==> src/rtl/rtc_cmd_pkg.sv <==
package rtc_cmd_pkg;

  localparam int PAR_CMD_W = 3;
  localparam int SER_CMD_W = 4;
  localparam logic [PAR_CMD_W-1:0] PAR_ESCAPE = 3'b111;

  typedef enum logic [1:0] {
    MODE_HOLD  = 2'd0,
    MODE_SHIFT = 2'd1,
    MODE_SET   = 2'd2,
    MODE_READ  = 2'd3
  } rtc_mode_e;

  function automatic rtc_mode_e decode_par(input logic [PAR_CMD_W-1:0] c);
    if (c[2]) return MODE_HOLD;
    return rtc_mode_e'(c[1:0]);
  endfunction

  function automatic rtc_mode_e decode_ser(input logic [SER_CMD_W-1:0] c);
    if (c[3:2] != 2'b00) return MODE_HOLD;
    return rtc_mode_e'(c[1:0]);
  endfunction

endpackage

==> src/rtl/rtc_cmd_sync.sv <==
module rtc_cmd_sync #(
  parameter int W      = 1,
  parameter int STAGES = 2
) (
  input  logic         clk_i,
  input  logic         rst_ni,
  input  logic [W-1:0] d_i,
  output logic [W-1:0] q_o
);

  logic [W-1:0] stg_q [STAGES];

  for (genvar s = 0; s < STAGES; s++) begin : g_stage
    if (s == 0) begin : g_first
      always_ff @(posedge clk_i or negedge rst_ni) begin
        if (!rst_ni) stg_q[s] <= '0;
        else         stg_q[s] <= d_i;
      end
    end else begin : g_next
      always_ff @(posedge clk_i or negedge rst_ni) begin
        if (!rst_ni) stg_q[s] <= '0;
        else         stg_q[s] <= stg_q[s-1];
      end
    end
  end

  assign q_o = stg_q[STAGES-1];

endmodule

==> src/rtl/rtc_cmd_decode.sv <==
module rtc_cmd_decode
  import rtc_cmd_pkg::*;
(
  input  logic                 clk_i,
  input  logic                 rst_ni,
  input  logic                 strobe_rise_i,
  input  logic [PAR_CMD_W-1:0] cmd_par_i,
  input  logic [SER_CMD_W-1:0] cmd_ser_i,
  output rtc_mode_e            mode_o,
  output logic                 ser_o,
  output logic                 locked_o,
  output logic                 set_pulse_o,
  output logic                 read_pulse_o
);

  rtc_mode_e mode_q, mode_d;
  logic      ser_q, locked_q, set_q, read_q, esc;

  assign esc    = (cmd_par_i == PAR_ESCAPE);
  assign mode_d = esc ? decode_ser(cmd_ser_i) : decode_par(cmd_par_i);

  always_ff @(posedge clk_i or negedge rst_ni) begin
    if (!rst_ni) begin
      mode_q   <= MODE_HOLD;
      ser_q    <= 1'b0;
      locked_q <= 1'b0;
      set_q    <= 1'b0;
      read_q   <= 1'b0;
    end else begin
      set_q  <= 1'b0;
      read_q <= 1'b0;
      if (strobe_rise_i) begin
        mode_q   <= mode_d;
        ser_q    <= esc;
        locked_q <= (mode_d == MODE_SET) || (mode_d == MODE_READ);
        set_q    <= (mode_d == MODE_SET);
        read_q   <= (mode_d == MODE_READ);
      end
    end
  end

  assign mode_o       = mode_q;
  assign ser_o        = ser_q;
  assign locked_o     = locked_q;
  assign set_pulse_o  = set_q;
  assign read_pulse_o = read_q;


  esc_gate_chk: assert property (@(posedge clk_i) disable iff (!rst_ni)
    strobe_rise_i && (cmd_par_i != PAR_ESCAPE) |=> !ser_o);


  xfer_lock_chk: assert property (@(posedge clk_i) disable iff (!rst_ni)
    (set_pulse_o || read_pulse_o) |-> locked_o);


  set_single_chk: assert property (@(posedge clk_i) disable iff (!rst_ni)
    set_pulse_o |=> !set_pulse_o);

endmodule

==> src/rtl/rtc_cmd_shreg.sv <==
module rtc_cmd_shreg
  import rtc_cmd_pkg::*;
#(
  parameter int DW = 48,
  parameter int PW = 40,
  parameter int CW = SER_CMD_W
) (
  input  logic          clk_i,
  input  logic          rst_ni,
  input  logic          shift_rise_i,
  input  logic          data_i,
  input  rtc_mode_e     mode_i,
  input  logic          ser_i,
  input  logic          locked_i,
  input  logic          load_i,
  input  logic [DW-1:0] time_i,
  output logic [DW-1:0] sreg_o,
  output logic [CW-1:0] creg_o
);

  localparam logic [DW-1:0] PAR_MASK = {{(DW-PW){1'b0}}, {PW{1'b1}}};

  logic [DW-1:0] sreg_q;
  logic [CW-1:0] creg_q;
  logic          shift_data;

  assign shift_data = shift_rise_i && (mode_i == MODE_SHIFT) && !locked_i;

  always_ff @(posedge clk_i or negedge rst_ni) begin
    if (!rst_ni) begin
      sreg_q <= '0;
    end else if (load_i) begin
      sreg_q <= ser_i ? time_i : (time_i & PAR_MASK);
    end else if (shift_data) begin
      if (ser_i) sreg_q <= {creg_q[0], sreg_q[DW-1:1]};
      else       sreg_q[PW-1:0] <= {data_i, sreg_q[PW-1:1]};
    end
  end

  // command register moves on every data clock while the extended path is active
  always_ff @(posedge clk_i or negedge rst_ni) begin
    if (!rst_ni)                  creg_q <= '0;
    else if (shift_rise_i && ser_i) creg_q <= {data_i, creg_q[CW-1:1]};
  end

  assign sreg_o = sreg_q;
  assign creg_o = creg_q;


  locked_frz_chk: assert property (@(posedge clk_i) disable iff (!rst_ni)
    locked_i && !load_i |=> $stable(sreg_q));


  par_creg_chk: assert property (@(posedge clk_i) disable iff (!rst_ni)
    !ser_i |=> $stable(creg_q));


  par_upper_chk: assert property (@(posedge clk_i) disable iff (!rst_ni)
    !ser_i && !load_i |=> $stable(sreg_q[DW-1:PW]));


  ser_chain_chk: assert property (@(posedge clk_i) disable iff (!rst_ni)
    ser_i && shift_data && !load_i |=> sreg_q[DW-1] == $past(creg_q[0]));

endmodule

==> src/rtl/rtc_cmd_frontend.sv <==
module rtc_cmd_frontend
  import rtc_cmd_pkg::*;
#(
  parameter int DATA_W      = 48,
  parameter int PAR_DATA_W  = 40,
  parameter int SYNC_STAGES = 2
) (
  input  logic                 clk_i,
  input  logic                 rst_ni,
  input  logic [PAR_CMD_W-1:0] cmd_i,
  input  logic                 data_i,
  input  logic                 data_clk_i,
  input  logic                 strobe_i,
  input  logic                 tick_1hz_i,
  input  logic [DATA_W-1:0]    time_i,
  output logic                 data_o,
  output logic [DATA_W-1:0]    time_o,
  output logic                 time_wr_o,
  output logic                 time_year_wr_o,
  output logic                 time_hold_o
);

  localparam int SYNC_W = PAR_CMD_W + 3;
  localparam logic [DATA_W-1:0] PAR_MASK = {{(DATA_W-PAR_DATA_W){1'b0}}, {PAR_DATA_W{1'b1}}};

  logic [SYNC_W-1:0]    sync_q;
  logic [PAR_CMD_W-1:0] cmd_s;
  logic                 data_s, dclk_s, strobe_s;
  logic                 dclk_d, strobe_d, dclk_rise, strobe_rise;
  rtc_mode_e            mode;
  logic                 ser, locked, set_pulse, read_pulse;
  logic [DATA_W-1:0]    sreg;
  logic [SER_CMD_W-1:0] creg;

  rtc_cmd_sync #(.W(SYNC_W), .STAGES(SYNC_STAGES)) u_sync (
    .clk_i  (clk_i),
    .rst_ni (rst_ni),
    .d_i    ({strobe_i, data_clk_i, data_i, cmd_i}),
    .q_o    (sync_q)
  );

  assign {strobe_s, dclk_s, data_s, cmd_s} = sync_q;

  always_ff @(posedge clk_i or negedge rst_ni) begin
    if (!rst_ni) begin
      dclk_d   <= 1'b0;
      strobe_d <= 1'b0;
    end else begin
      dclk_d   <= dclk_s;
      strobe_d <= strobe_s;
    end
  end

  assign dclk_rise   = dclk_s & ~dclk_d;
  assign strobe_rise = strobe_s & ~strobe_d;

  rtc_cmd_decode u_decode (
    .clk_i         (clk_i),
    .rst_ni        (rst_ni),
    .strobe_rise_i (strobe_rise),
    .cmd_par_i     (cmd_s),
    .cmd_ser_i     (creg),
    .mode_o        (mode),
    .ser_o         (ser),
    .locked_o      (locked),
    .set_pulse_o   (set_pulse),
    .read_pulse_o  (read_pulse)
  );

  rtc_cmd_shreg #(.DW(DATA_W), .PW(PAR_DATA_W), .CW(SER_CMD_W)) u_shreg (
    .clk_i        (clk_i),
    .rst_ni       (rst_ni),
    .shift_rise_i (dclk_rise),
    .data_i       (data_s),
    .mode_i       (mode),
    .ser_i        (ser),
    .locked_i     (locked),
    .load_i       (read_pulse),
    .time_i       (time_i),
    .sreg_o       (sreg),
    .creg_o       (creg)
  );

  assign data_o         = (mode == MODE_SHIFT || mode == MODE_SET) ? sreg[0] : tick_1hz_i;
  assign time_o         = ser ? sreg : (sreg & PAR_MASK);
  assign time_wr_o      = set_pulse;
  assign time_year_wr_o = set_pulse & ser;
  assign time_hold_o    = (mode == MODE_SET);


  year_wr_chk: assert property (@(posedge clk_i) disable iff (!rst_ni)
    time_year_wr_o |-> time_wr_o);


  wr_hold_chk: assert property (@(posedge clk_i) disable iff (!rst_ni)
    time_wr_o |-> time_hold_o);


  par_year_zero_chk: assert property (@(posedge clk_i) disable iff (!rst_ni)
    time_wr_o && !time_year_wr_o |-> time_o[DATA_W-1:PAR_DATA_W] == '0);

endmodule

==> config.mk <==
export PLATFORM = sky130hd
export DESIGN_NAME = rtc_cmd_frontend
export DESIGN_NICKNAME = d
export VERILOG_FILES = /design/src/rtl/rtc_cmd_pkg.sv /design/src/rtl/rtc_cmd_sync.sv /design/src/rtl/rtc_cmd_decode.sv /design/src/rtl/rtc_cmd_shreg.sv /design/src/rtl/rtc_cmd_frontend.sv
export SDC_FILE = /design/constraint.sdc
export NUM_CORES = 1
export LEC_CHECK = 0
export ABC_AREA = 1
export BUFFER_PORTS_ARGS = -buffer_cell sky130_fd_sc_hd__buf_2
export CORE_MARGIN = 3
export CORE_UTILIZATION = 38
export CTS_CLUSTER_SIZE = 20
export DETAILED_ROUTE_END_ITERATION = 10
export SYNTH_ARGS = -nofsm -noshare
export SYNTH_HDL_FRONTEND = slang
export SYNTH_SLANG_ARGS = --single-unit
==> constraint.sdc <==
create_clock -name clk_i -period 1.5 [get_ports clk_i]
set_clock_uncertainty 0.2 [all_clocks]
set_input_delay 0.225 -clock clk_i [delete_from_list [all_inputs] [get_ports clk_i]]
set_output_delay 0.225 -clock clk_i [all_outputs]
set_load 0.1 [all_outputs]
==> flow_summary.ini <==
[cells_and_area]
fin_nets = 646
fillerInstances = 770
syn_to_final_growth_pct = 58.8
antennaDiodeCount = 0
final_core_util_pct = 63.0
multi_input_area_um2 = 1610
drive_above_1_share_pct = 39.9
seqCellArea_um2 = 1810

[worst_setup_path]
cp_max_fo = 2
r2r_cells = 9
worstSetupPathType = reg -> out
worstPathRequired_ps = 1070
critPathBufInv = 2
crit_chain = buf_6 -> ha_4 -> o21ai_4 -> buf_12
r2r_start = u_decode.mode_o[0]
slowest_delay_ps = 390
rr_endpoint = u_shreg.sreg_o[12]
cpMaxStageDelayCell = dfrtp_1
critPathLaunchType = flip-flop
r2r_slack_ps = -200
cp_data_arrival_time_ps = 1440
endpoint_kind = primary output
cpLargestDelayFamily = flip-flops

[sta]
fin_ws_ps = -360
finalHoldViolations = 0
worstMarginPinSlew_ps = 411
post-route-period-util_pct = 124
slew_violations = 0
rsz0062_at_grt = yes
finalSetupViolations = 59
slew_headroom_pct = 72.5
tns_ps = -8650
period_needed_ps = 1860
max_clock_freq_mhz = 538

[drt]
wirelength_um = 10000
routed_via_density = 4.72
ant_nets = 0
routedWlPerCell_um = 13.9
dr.pass1.iters = 5
drc = 0
first_iter_violations = 130
dr_total_vias = 3402

[floorplanning]
die_area_um2 = 11100
coreArea_um2 = 9420
die_w_um = 105
io_pins = 109
initial_core_util_pct = 39.7
num_rows = 35
die_y_um = 105

[clocking]
clockRootBuffer = clkbuf_8
path_clk_slew_ps = 80
cts_buffers = 9
clk-insertion-delay-late_ps = 350
clockBufferDepth = 2
htreeDepth = 3
cts_tree = yes
clock-sinks = 72

[grt]
grt_busiest_layer = met2
grtUsageTotal_pct = 19.0
grt_util_met2_pct = 32.9
grt_overflow = 0
grt_max_degree = 43
grtUsageMet1_pct = 23.5
antenna_found_initial = 0
use_met3_pct = 4.39
grt_pass1_vias = 3436
grt_pass1_wl_um = 16800

[logic_synthesis]
ys_seq_area_share_pct = 48.2
syn_nets = 538
synth_area_um2 = 3740
synth_cell_type_count = 21
yosysWarningCount = 0
synth_seq_cells = 72
avgSynthCellArea_um2 = 7.80
syn_inst = 479

[power_and_ir_drop]
vdd_drop_max_mv = 1.17
p_leak_nw = 2.93
total_power_mw = 13.2
cellPowerDensity_nw_per_um2 = 2220

[worst_hold_path]
hold_depth = 5
hp-start = time_i[20]
hold_end = u_shreg.sreg_o[20]
hold_class = in -> reg

[placement]
port_buffers = 108
dp_hpwl_um = 6420
gp_congestion = 0.781

[outcome]
outcome = finished, violations left
violations = setup timing

[run]
max-cap-violations = 0
[worst max path at each step]
stage | from | endpoint | depth (start not counted)
final | u_decode.mode_o[1] | data_o | 4
after global routing | u_decode.mode_o[1] | data_o | 5
after CTS | u_decode.mode_o[1] | data_o | 5
after detailed placement | u_decode.mode_o[1] | u_shreg.sreg_o[24] | 9
after global placement | u_decode.mode_o[1] | data_o | 5
after floorplan | u_decode.mode_o[1] | data_o | 2
[kinds of logic after synthesis]
family                   after synthesis  synth area share, %
buffers and inverters                111                 17.3
adder cells (fa/ha/maj)                2                0.670
AO/OA/AOI/OAI                         41                 5.56
flip-flops                            72                 48.2
AND/OR/NAND/NOR                      253                 28.2
[cell usage after synthesis]
| cell type | number | area share [%] |
|---|---|---|
| nand2_1 | 171 | 17 |
| dfrtp_1 | 72 | 48 |
| nand3_1 | 64 | 8.6 |
| inv_1 | 45 | 4.5 |
| buf_4 | 44 | 8.8 |
| o21ai_0 | 34 | 4.6 |
| nor2_1 | 12 | 1.2 |
| buf_2 | 10 | 1.3 |
| buf_6 | 7 | 2.1 |
| o21ai_1 | 5 | 0.67 |
| clkbuf_1 | 4 | 0.40 |
| ha_1 | 2 | 0.67 |
| a21boi_0 | 1 | 0.20 |
| a21oi_1 | 1 | 0.13 |
| inv_2 | 1 | 0.10 |
| nand2_2 | 1 | 0.17 |
| nand2_4 | 1 | 0.30 |
| nand4_1 | 1 | 0.17 |
| nor2_2 | 1 | 0.17 |
| nor2_4 | 1 | 0.30 |
| or2_1 | 1 | 0.17 |
[worst reg2reg max path: stages (launching register included)]
cell and delay [ps]:
dfrtp_1 410, buf_6 120, ha_4 120, inv_4 30
nor2_4 140, nand2_4 120, buf_6 160, buf_8 130
nand3_1 80, nand2_1 70
[repair_timing]
item	in CTS	in global routing
resized for setup	111	8
hold endpoints to repair	92	0
gates cloned	9	0
pin swaps	12	5
hold buffers	21	0
endpoints found under the setup margin	57	61
setup buffers	8	0
[state kept, by name, summed over array words and instances (netlist names)]
name                   flops
u_decode.read_pulse_o      1
dclk_d                     1
u_decode.ser_o             1
u_sync.q_o                 6
u_decode.locked_o          1
u_sync.stg_q               6
u_decode.set_pulse_o       1
strobe_d                   1
u_decode.mode_o            2
u_shreg.sreg_o            48
u_shreg.creg_o             4
[cell type report]
cell class,count,area share [%]
multi-input cells,297,27.2
well taps,129,2.72
inverters,46,3.52
clock inverters,6,1.18
repair buffers,161,32.7
clock buffers,10,2.15
flip-flops and latches,72,30.5
[through the flow]
step / instances / hold WS (ps) / worst slack [ps] / area (µm²)
after floorplan: 479 / -271 / -119 / 3820
after global placement: 670 / -43.1 / -38.5 / 4930
after detailed placement: 670 / -41.9 / -63.4 / 4930
after CTS: 724 / 2.26 / -376 / 5960
after global routing: 721 / 12.7 / -426 / 5930
final: 721 / 14.5 / -360 / 5930
[placed cells by master, fill, tap and decap left out, drive strengths merged, types with 2 or more instances in the layout]
master         n
nor2          14
ha             2
dlygate4sd3   21
clkinvlp      12
clkinv         2
dfrtp         72
clkbuf        11
o21ai         39
nand3         64
nand2        174
buf          138
inv           37
[metal layers]
metal / share of wire [%] / up-vias
met5: 0 / -
met4: 1.6 / 0
met2: 51 / 106
met3: 5.4 / 14
li1: - / 1677
met1: 42 / 1605
[power by group]
group	leakage [nW]	internal (mW)	switching [mW]
Combinational	1.96	2.70	5.51
Sequential	0.882	2.62	0.827
Clock	0.0887	0.773	0.762
(Power assumes the default switching activity.)
